[src/rtl/bus_decode.sv]
module bus_decode #(
  parameter int AW = 16,
  parameter int PW = 2,
  parameter int RW = 3
) (
  input  logic          clk,
  input  logic          rst_n,
  input  logic [AW-1:0] bus_addr,
  input  logic [PW-1:0] prog_page,
  input  logic          prog_n,
  input  logic          data_n,
  input  logic          io_n,
  input  logic          rd_n,
  input  logic          wr_n,
  input  logic          boot_sel,
  input  logic          uart_irq_in,
  output logic          ram_ce_n,
  output logic          ram_oe_n,
  output logic          ram_we_n,
  output logic          flash_ce_n,
  output logic          flash_oe_n,
  output logic          flash_we_n,
  output logic [PW-1:0] flash_page,
  output logic          fifo_rd_n,
  output logic          uart_cs_n,
  output logic          uart_rd_n,
  output logic          uart_wr_n,
  output logic [RW-1:0] uart_reg,
  output logic          uart_irq
);
  localparam logic [AW-RW-1:0] UART_BASE = (AW-RW)'(1 << (AW-1-RW));

  logic one_space, is_rd, is_wr, acc;
  logic in_prog, in_data, in_io;
  logic [1:0] top2;
  logic pg0, pg_ext;
  logic ram_hit, flash_map, flash_hit, fifo_hit, uart_hit;

  assign one_space = $countones({~prog_n, ~data_n, ~io_n}) == 1;
  assign is_rd     = ~rd_n & wr_n;
  assign is_wr     = ~wr_n & rd_n;
  assign acc       = one_space & (is_rd | is_wr);
  assign in_prog   = acc & ~prog_n;
  assign in_data   = acc & ~data_n;
  assign in_io     = acc & ~io_n;
  assign top2      = bus_addr[AW-1:AW-2];
  assign pg0       = prog_page == '0;
  assign pg_ext    = prog_page == PW'(1) || prog_page == PW'(2);

  assign ram_hit   = (in_prog & pg0 & top2 == 2'b00)
                   | (in_data & top2[1] & boot_sel);
  assign flash_map = (in_prog & pg0 & top2 == 2'b01)
                   | (in_prog & pg0 & top2[1] & boot_sel)
                   | (in_prog & pg_ext)
                   | (in_data & top2[1] & ~boot_sel);
  assign flash_hit = flash_map & ~(is_wr & boot_sel);
  assign fifo_hit  = in_io & top2 == 2'b01 & is_rd;
  assign uart_hit  = in_io & bus_addr[AW-1:RW] == UART_BASE;

  always_ff @(posedge clk or negedge rst_n) begin
    if (!rst_n) begin
      ram_ce_n   <= 1'b1;
      ram_oe_n   <= 1'b1;
      ram_we_n   <= 1'b1;
      flash_ce_n <= 1'b1;
      flash_oe_n <= 1'b1;
      flash_we_n <= 1'b1;
      flash_page <= '0;
      fifo_rd_n  <= 1'b1;
      uart_cs_n  <= 1'b1;
      uart_rd_n  <= 1'b1;
      uart_wr_n  <= 1'b1;
      uart_reg   <= '0;
      uart_irq   <= 1'b0;
    end else begin
      ram_ce_n   <= ~ram_hit;
      ram_oe_n   <= ~(ram_hit & is_rd);
      ram_we_n   <= ~(ram_hit & is_wr);
      flash_ce_n <= ~flash_hit;
      flash_oe_n <= ~(flash_hit & is_rd);
      flash_we_n <= ~(flash_hit & is_wr);
      flash_page <= (one_space & ~prog_n) ? prog_page : '0;
      fifo_rd_n  <= ~fifo_hit;
      uart_cs_n  <= ~uart_hit;
      uart_rd_n  <= ~(uart_hit & is_rd);
      uart_wr_n  <= ~(uart_hit & is_wr);
      uart_reg   <= bus_addr[RW-1:0];
      uart_irq   <= uart_irq_in;
    end
  end
endmodule

[config.mk]
export PLATFORM = sky130hd
export DESIGN_NAME = bus_decode
export DESIGN_NICKNAME = d
export VERILOG_FILES = /design/src/rtl/bus_decode.sv
export SDC_FILE = /design/constraint.sdc
export NUM_CORES = 1
export LEC_CHECK = 0
export ABC_AREA = 1
export CAP_MARGIN = 25
export CORE_MARGIN = 1
export CORE_UTILIZATION = 35
export CTS_CLUSTER_DIAMETER = 200
export DETAILED_ROUTE_END_ITERATION = 12
export GPL_TIMING_DRIVEN = 0
export PLACE_DENSITY = 0.85
export SLEW_MARGIN = 25
export SYNTH_ARGS = -nofsm -noshare
export SYNTH_HDL_FRONTEND = slang
export SYNTH_SLANG_ARGS = --single-unit
[constraint.sdc]
create_clock -name clk -period 0.8 [get_ports clk]
set_input_delay 0.16 -clock clk [delete_from_list [all_inputs] [get_ports clk]]
set_output_delay 0.16 -clock clk [all_outputs]
set_load 0.005 [all_outputs]
==> results.md, run 1 <==
* Status: complete, but fails checks
* Failing checks: hold timing, setup timing
* Post-synth top area cell: dfstp_2
* Hold Slack at -115 ps
* Arr. time, crit path at ~1300 ps
* Final nets at around 150
* Vias/cell at about 4.5
* IO buf count at 42
* Post-DRT Antenna Nets at 0
* Drc violations at 0
* Clock root cell: clkbuf_4
* Wire per inst at approximately 12 µm
* Hold-fix buffers, CTS at 0
* Slowest-stage cell, CP: fa_1
* Total power at approximately 1.6 mW
* Post-synth top area share at 38.0%
* Die span in x at between 40 and 50 µm
* Sw Share at between 20% and 30%
* Core area at roughly 0.0018 mm²
* Clk buf depth at 2
* Initial Util at about two fifths
* Worst setup path startpoint: data_n
* CTS Sinks at 16
* GRT Overall Usage at 17.2%
* Drt first-iter violations at 4
* Dpl cells at around 130
* Fin cells at 140
* Peak VDD IR at around 580 µV
* Final hold vios at 6
* Synth top area cells: dfstp_2 (38%), dfrtp_1 (22%), ha_1 (5.4%)
* Relative slew margins at about 55%
* Internal power at ~1.2 mW
* Comb power frac at 20.6%
* Crit-path leading delay family: adder cells
* WP data required at around 1000 ps
* CP Class: in -> reg
* Worst Setup End Kind: flip-flop
* Yosys reg bits at 16
* Mapped Nets at between 90 and 100
* Vias in the first global route at 631
* Number of iterations in the first detailed-routing pass at 2
* Mapped Area at about 700 µm²
* Clk pwr share at a little over a quarter
* Least-Margin Pin Slew at around 670 ps
* Slack of the critical path at -314 ps
* Sequential element share of the synthesized area at approximately three fifths
* I/O pin count at 43
* Die Height at ~46 µm
* TritonCTS Buffers at 3
* Cells after synthesis at 66
* Area Overhead vs Synth at 73.4%
* Worst hold path class: in -> async
* Yosys warning count at 0
* Setup crit start kind: primary input
* Die Area at ~0.0022 mm²
* P_leak at approximately 0.54 nW
* Critical-path maximum fanout at 3
* Sequential power share at between 50% and 60%
* First-pass GRT wire length at 2490 µm
* Share of cells above drive strength 1 at between 40% and 50%
* Grt ovf at 0
* CP peak stage delay at roughly 480 ps
* Pwr dens at approximately 1300 mW/mm²
* FMAX at between 800 and 900 MHz
* Min cycle time layout at 1110 ps
* Syn Area/Cell at about 10 µm²
* Max FFs per register at 3
* Unrepaired setup endpoints after global routing: true
* Setup_tns at -6580 ps
* Placement Rows at 15
* Clk slew on worst S/H paths at 90 ps
* Max-cap violations at 0
* Routability cong. at ~0.70
* Max H-tree Level at 1
* Post-Place Setup Slack at -1120 ps
* CTS tree: built
* WL final at between 1500 and 2000 µm
* Max-slew violations at 0
* Post-synth cell types at 18
* Initial antenna violation count at 0
* Final period utilization at 139%
* Vias post-DR at around 630
* Finish-stage setup viols at 28
* CP cell instances: buf_8, fa_1, inv_2, nand3_4, nor2_4, nand2_2, o21ai_4, nand2_1
* Worst path bufs/invs at 2
* Largest net degree at the start of global routing at 17
* Sw power at 392 µW
* N_diodes at 0
-- cells in the mapped netlist (all sizes together) --
cell type,number
and3,1
fa,1
nor3,2
dfstp,10
nand4,3
o21ai,2
nand3,8
or2,2
nand2,9
ha,3
inv,10
dfrtp,6
nor2,9
-- per-stage QoR --
stage | hold slack (ps) | util (%) | area, µm²
6_report | -115 | 67.3 | 1200
5_1_grt | -44.8 | 67.3 | 1200
4_1_cts | 134 | 64.6 | 1150
3_5_place_dp | 599 | 64.6 | 1150
3_3_place_gp | 577 | 64.6 | 1150
2_1_floorplan | -136 | - | 699
-- logic make-up (layout without fill, tap and decap cells) --
family          count (synthesis)  count (layout)  share of synthesized area [%]
simple gates                   34              34                           24.6
flops                          16              16                           59.7
buf+inv                        10              59                           5.43
fa+ha+maj                       4               4                           8.32
compound gates                  2               2                           1.99
-- worst max path at each step --
stage	cells after the start	endpoint	slack, ps
5_1_grt	8	ram_we_n$_DFF_PN1_	-350
3_5_place_dp	8	ram_oe_n$_DFF_PN1_	-1120
3_3_place_gp	8	ram_we_n$_DFF_PN1_	-1030
6_report	8	ram_we_n$_DFF_PN1_	-310
2_1_floorplan	7	ram_oe_n$_DFF_PN1_	-420
4_1_cts	8	ram_we_n$_DFF_PN1_	-390
-- cell usage in the layout, fill, tap and decap left out --
cell type,synthesis,routed
and3_1,1,1
buf_2,0,13
buf_4,0,3
buf_6,0,4
buf_8,0,2
clkbuf_1,0,1
clkbuf_4,0,3
clkdlybuf4s50_1,0,20
dfrtp_1,6,6
dfstp_2,10,10
dlygate4sd2_1,0,2
dlymetal6s2s_1,0,1
fa_1,1,1
ha_1,3,2
ha_4,0,1
inv_1,10,7
inv_2,0,3
nand2_1,8,8
nand2_2,1,1
nand3_1,7,5
nand3_2,1,2
nand3_4,0,1
nand4_1,3,3
nor2_1,8,5
nor2_2,0,1
nor2_4,1,3
nor3_1,2,2
o21ai_0,1,1
o21ai_4,0,1
or2_1,1,1
or2_4,0,1
-- power groups by stage --
stage	clock, mW	combinational, mW	sequential, mW
3_3_place_gp	0	0.289	0.852
2_1_floorplan	0	0.0864	0.856
3_5_place_dp	0	0.301	0.854
4_1_cts	0.434	0.321	0.839
6_report	0.438	0.332	0.839
5_1_grt	0.477	0.365	0.841
-- timing repair --
action | 4_1_cts | 5_1_grt
hold endpoints to repair | 0 | 6
pin swaps | 9 | 6
setup buffers | 2 | 1
resized for setup | 91 | 8
endpoints found under the setup margin | 28 | 40
-- final cells by class --
class                           instances  area [µm²]
Timing Repair Buffer                   45         393
Inverter                               10        37.5
Tap cell                               25        31.3
Clock buffer                            4        26.3
Sequential cell                        16         413
Multi-Input combinational cell         40         299
Fill cell                             136         583
-- per-layer routing --
metal  track usage [%]  vias to the layer above  routed length [µm]
met5                 0                        -                   0
met4              11.2                        0                  31
met3              3.53                        5                 132
met2              31.7                       29                 903
met1              17.1                      290                 583
li1                  -                      309                   -
Power figures use the tool's default switching activity.
==> run 2, diff against run 1 <==
--- a/config.mk
+++ b/config.mk
@@ -7,12 +7,14 @@
 export LEC_CHECK = 0
 export ABC_AREA = 1
 export CAP_MARGIN = 25
+export CELL_PAD_IN_SITES_DETAIL_PLACEMENT = 2
+export CELL_PAD_IN_SITES_GLOBAL_PLACEMENT = 2
 export CORE_MARGIN = 1
-export CORE_UTILIZATION = 35
+export CORE_UTILIZATION = 19
 export CTS_CLUSTER_DIAMETER = 200
 export DETAILED_ROUTE_END_ITERATION = 12
 export GPL_TIMING_DRIVEN = 0
-export PLACE_DENSITY = 0.85
+export PLACE_DENSITY = 0.83
 export SLEW_MARGIN = 25
 export SYNTH_ARGS = -nofsm -noshare
 export SYNTH_HDL_FRONTEND = slang
==> results.md, run 2 (synthesis gave the netlist of run 1 again) <==
* Status: complete, but fails checks
* Failing checks: hold timing, setup timing
* Max-slew violations at 0 (unchanged)
* Most common cell after layout, fill and taps aside: clkdlybuf4s50_1
* Clk buf depth at 2 (unchanged)
* Vias in the first global route at 750 (+19%)
* CP peak stage delay at 480 ps (about the same)
* Detailed Place HPWL at around 1800 µm
* WP data required at 1010 ps (about the same)
* CP Class: in -> reg
* Max H-tree Level at 1 (unchanged)
* N_diodes at 0 (unchanged)
* Grt ovf at 0 (unchanged)
* Final hold vios at 6 (unchanged)
* Clock root cell: clkbuf_4
* Sw power at 392 µW (about the same)
* Clk slew on worst S/H paths at 90 ps (about the same)
* Worst Setup End Kind: flip-flop
* Comb power frac at 21.8% (+1.2 points)
* Drt first-iter violations at 9 (+5)
* Vias/cell at 4.16 (-8.0%)
* CP cell instances: buf_8, fa_1, inv_2, nand3_4, buf_6, inv_4, nand3_2, o21ai_4, nand2_1
* Hold Slack at -114 ps (+0.804 ps)
* Sequential power share at 51.9% (-0.3 points)
* Worst hold path class: in -> async
* Clk pwr share at 26.3% (-0.9 points)
* Die Height at 62.3 µm (+34%)
* Post-DRT Antenna Nets at 0 (unchanged)
* Peak VDD IR at 351 µV (-39%)
* Fin cells at 161 (+15%)
* Core area at 0.00342 mm² (+92%)
* GRT Overall Usage at 11.9% (-5.4 points)
* CTS Sinks at 16 (unchanged)
* Filler Cells Inserted at 369 (+170%)
* First-pass GRT wire length at 3510 µm (+41%)
* Initial Util at 20.3% (-19 points)
* Least-Margin Pin Slew at 665 ps (-2.92 ps)
* Pwr dens at 1280 mW/mm² (-4.5%)
* Largest net degree at the start of global routing at 17 (unchanged)
* IO buf count at 42 (unchanged)
* Final period utilization at 139% (about the same)
* Min cycle time layout at 1110 ps (+0.920 ps)
* Setup_tns at -6830 ps (-246 ps)
* Max FFs per register at 3 (unchanged)
* Initial antenna violation count at 0 (unchanged)
* Slowest-stage cell, CP: fa_1
* Vias post-DR at 670 (+5.8%)
* FMAX at 897 MHz (about the same)
* P_leak at 0.549 nW (+2.6%)
* WL final at 2110 µm (+28%)
* Placement Rows at 21 (+6)
* Unrepaired setup endpoints after global routing: true
* CTS tree: built
* Share of cells above drive strength 1 at 47.0% (+4.3 points)
* Wire per inst at 13.1 µm (+11%)
* Worst path bufs/invs at 4 (+2)
* TritonCTS Buffers at 3 (unchanged)
* Finish-stage setup viols at 28 (unchanged)
* Dpl cells at 154 (+16%)
* Setup crit start kind: primary input
* Die span in x at 62.3 µm (+34%)
* Max-cap violations at 0 (unchanged)
* Hold-fix buffers, CTS at 0 (unchanged)
* Arr. time, crit path at 1320 ps (about the same)
* Final nets at 147 (unchanged)
* Drc violations at 0 (unchanged)
* Number of iterations in the first detailed-routing pass at 4 (+2)
* Critical-path maximum fanout at 3 (unchanged)
* Sw Share at 24.2% (-0.14 points)
* Die Area at 0.00389 mm² (+80%)
* Internal power at 1.23 mW (+0.82%)
* I/O pin count at 43 (unchanged)
* Total power at 1.62 mW (+0.64%)
* Area Overhead vs Synth at 82.8%
* Crit-path leading delay family: adder cells
* Routability cong. at 0.775 (+11%)
* Most frequent cells in the layout: clkdlybuf4s50_1 (20), dfstp_2 (10), buf_2 (9)
* Relative slew margins at 55.6% (+0.20 points)
* Slack of the critical path at -315 ps (-0.920 ps)
==> run 2: changes by cell type in the layout (fill, tap and decap cells not counted), sizes merged <==
cell | previous run | this run
dlygate4sd2 | 2 | 1
clkdlybuf4s15 | 0 | 1
==> run 2: what timing repair did <==
item,in CTS,in global routing
pin swaps,7,7
endpoints found under the hold margin,0,6
gates resized for setup,94,18
setup endpoints to repair,28,34
setup buffers,2,1
==> run 2: metrics by stage <==
stage	worst slack [ps]	hold slack (ps)	utilization, %	cell area (µm²)
5_1_grt	-367	-75.8	37.0	1260
4_1_cts	-365	130	34.6	1180
3_3_place_gp	-1080	583	34.5	1180
3_5_place_dp	-1120	608	34.5	1180
2_1_floorplan	-420	-136	-	699
6_report	-315	-114	37.0	1260
==> run 2: cell type report <==
class | count | area [µm²] | share of cell area (%)
Clock buffer | 4 | 26.3 | 2.08
Inverter | 10 | 40.0 | 3.17
Timing Repair Buffer | 45 | 419 | 33.1
Sequential cell | 16 | 413 | 32.6
Tap cell | 46 | 57.6 | 4.55
Multi-Input combinational cell | 40 | 309 | 24.4
==> run 2: routing by layer <==
| metal | routed length (µm) | vias to the layer above | track usage (%) |
|---|---|---|---|
| li1 | - | 306 | - |
| met1 | 770 | 330 | 12.0 |
| met2 | 1170 | 29 | 22.4 |
| met3 | 124 | 5 | 2.76 |
| met4 | 40 | 0 | 6.10 |
| met5 | 0 | - | 0 |
==> run 2: worst paths after layout <==
kind                         from                      end  slack, ps  depth (start not counted)
min in group clk             io_n      uart_cs_n$_DFF_PN1_        110                          3
max in group asynchronous   rst_n  flash_page[0]$_DFF_PN0_        490                          1
worst max-delay path       data_n       ram_oe_n$_DFF_PN1_       -310                          9
worst min-delay path        rst_n    uart_reg[2]$_DFF_PN0_       -110                          1
==> run 2: power by group through the flow <==
stage	Combinational, mW	Sequential (mW)	Clock [mW]
3_3_place_gp	0.295	0.852	0
3_5_place_dp	0.310	0.853	0
2_1_floorplan	0.0864	0.856	0
4_1_cts	0.332	0.840	0.447
6_report	0.354	0.840	0.426
5_1_grt	0.388	0.842	0.480
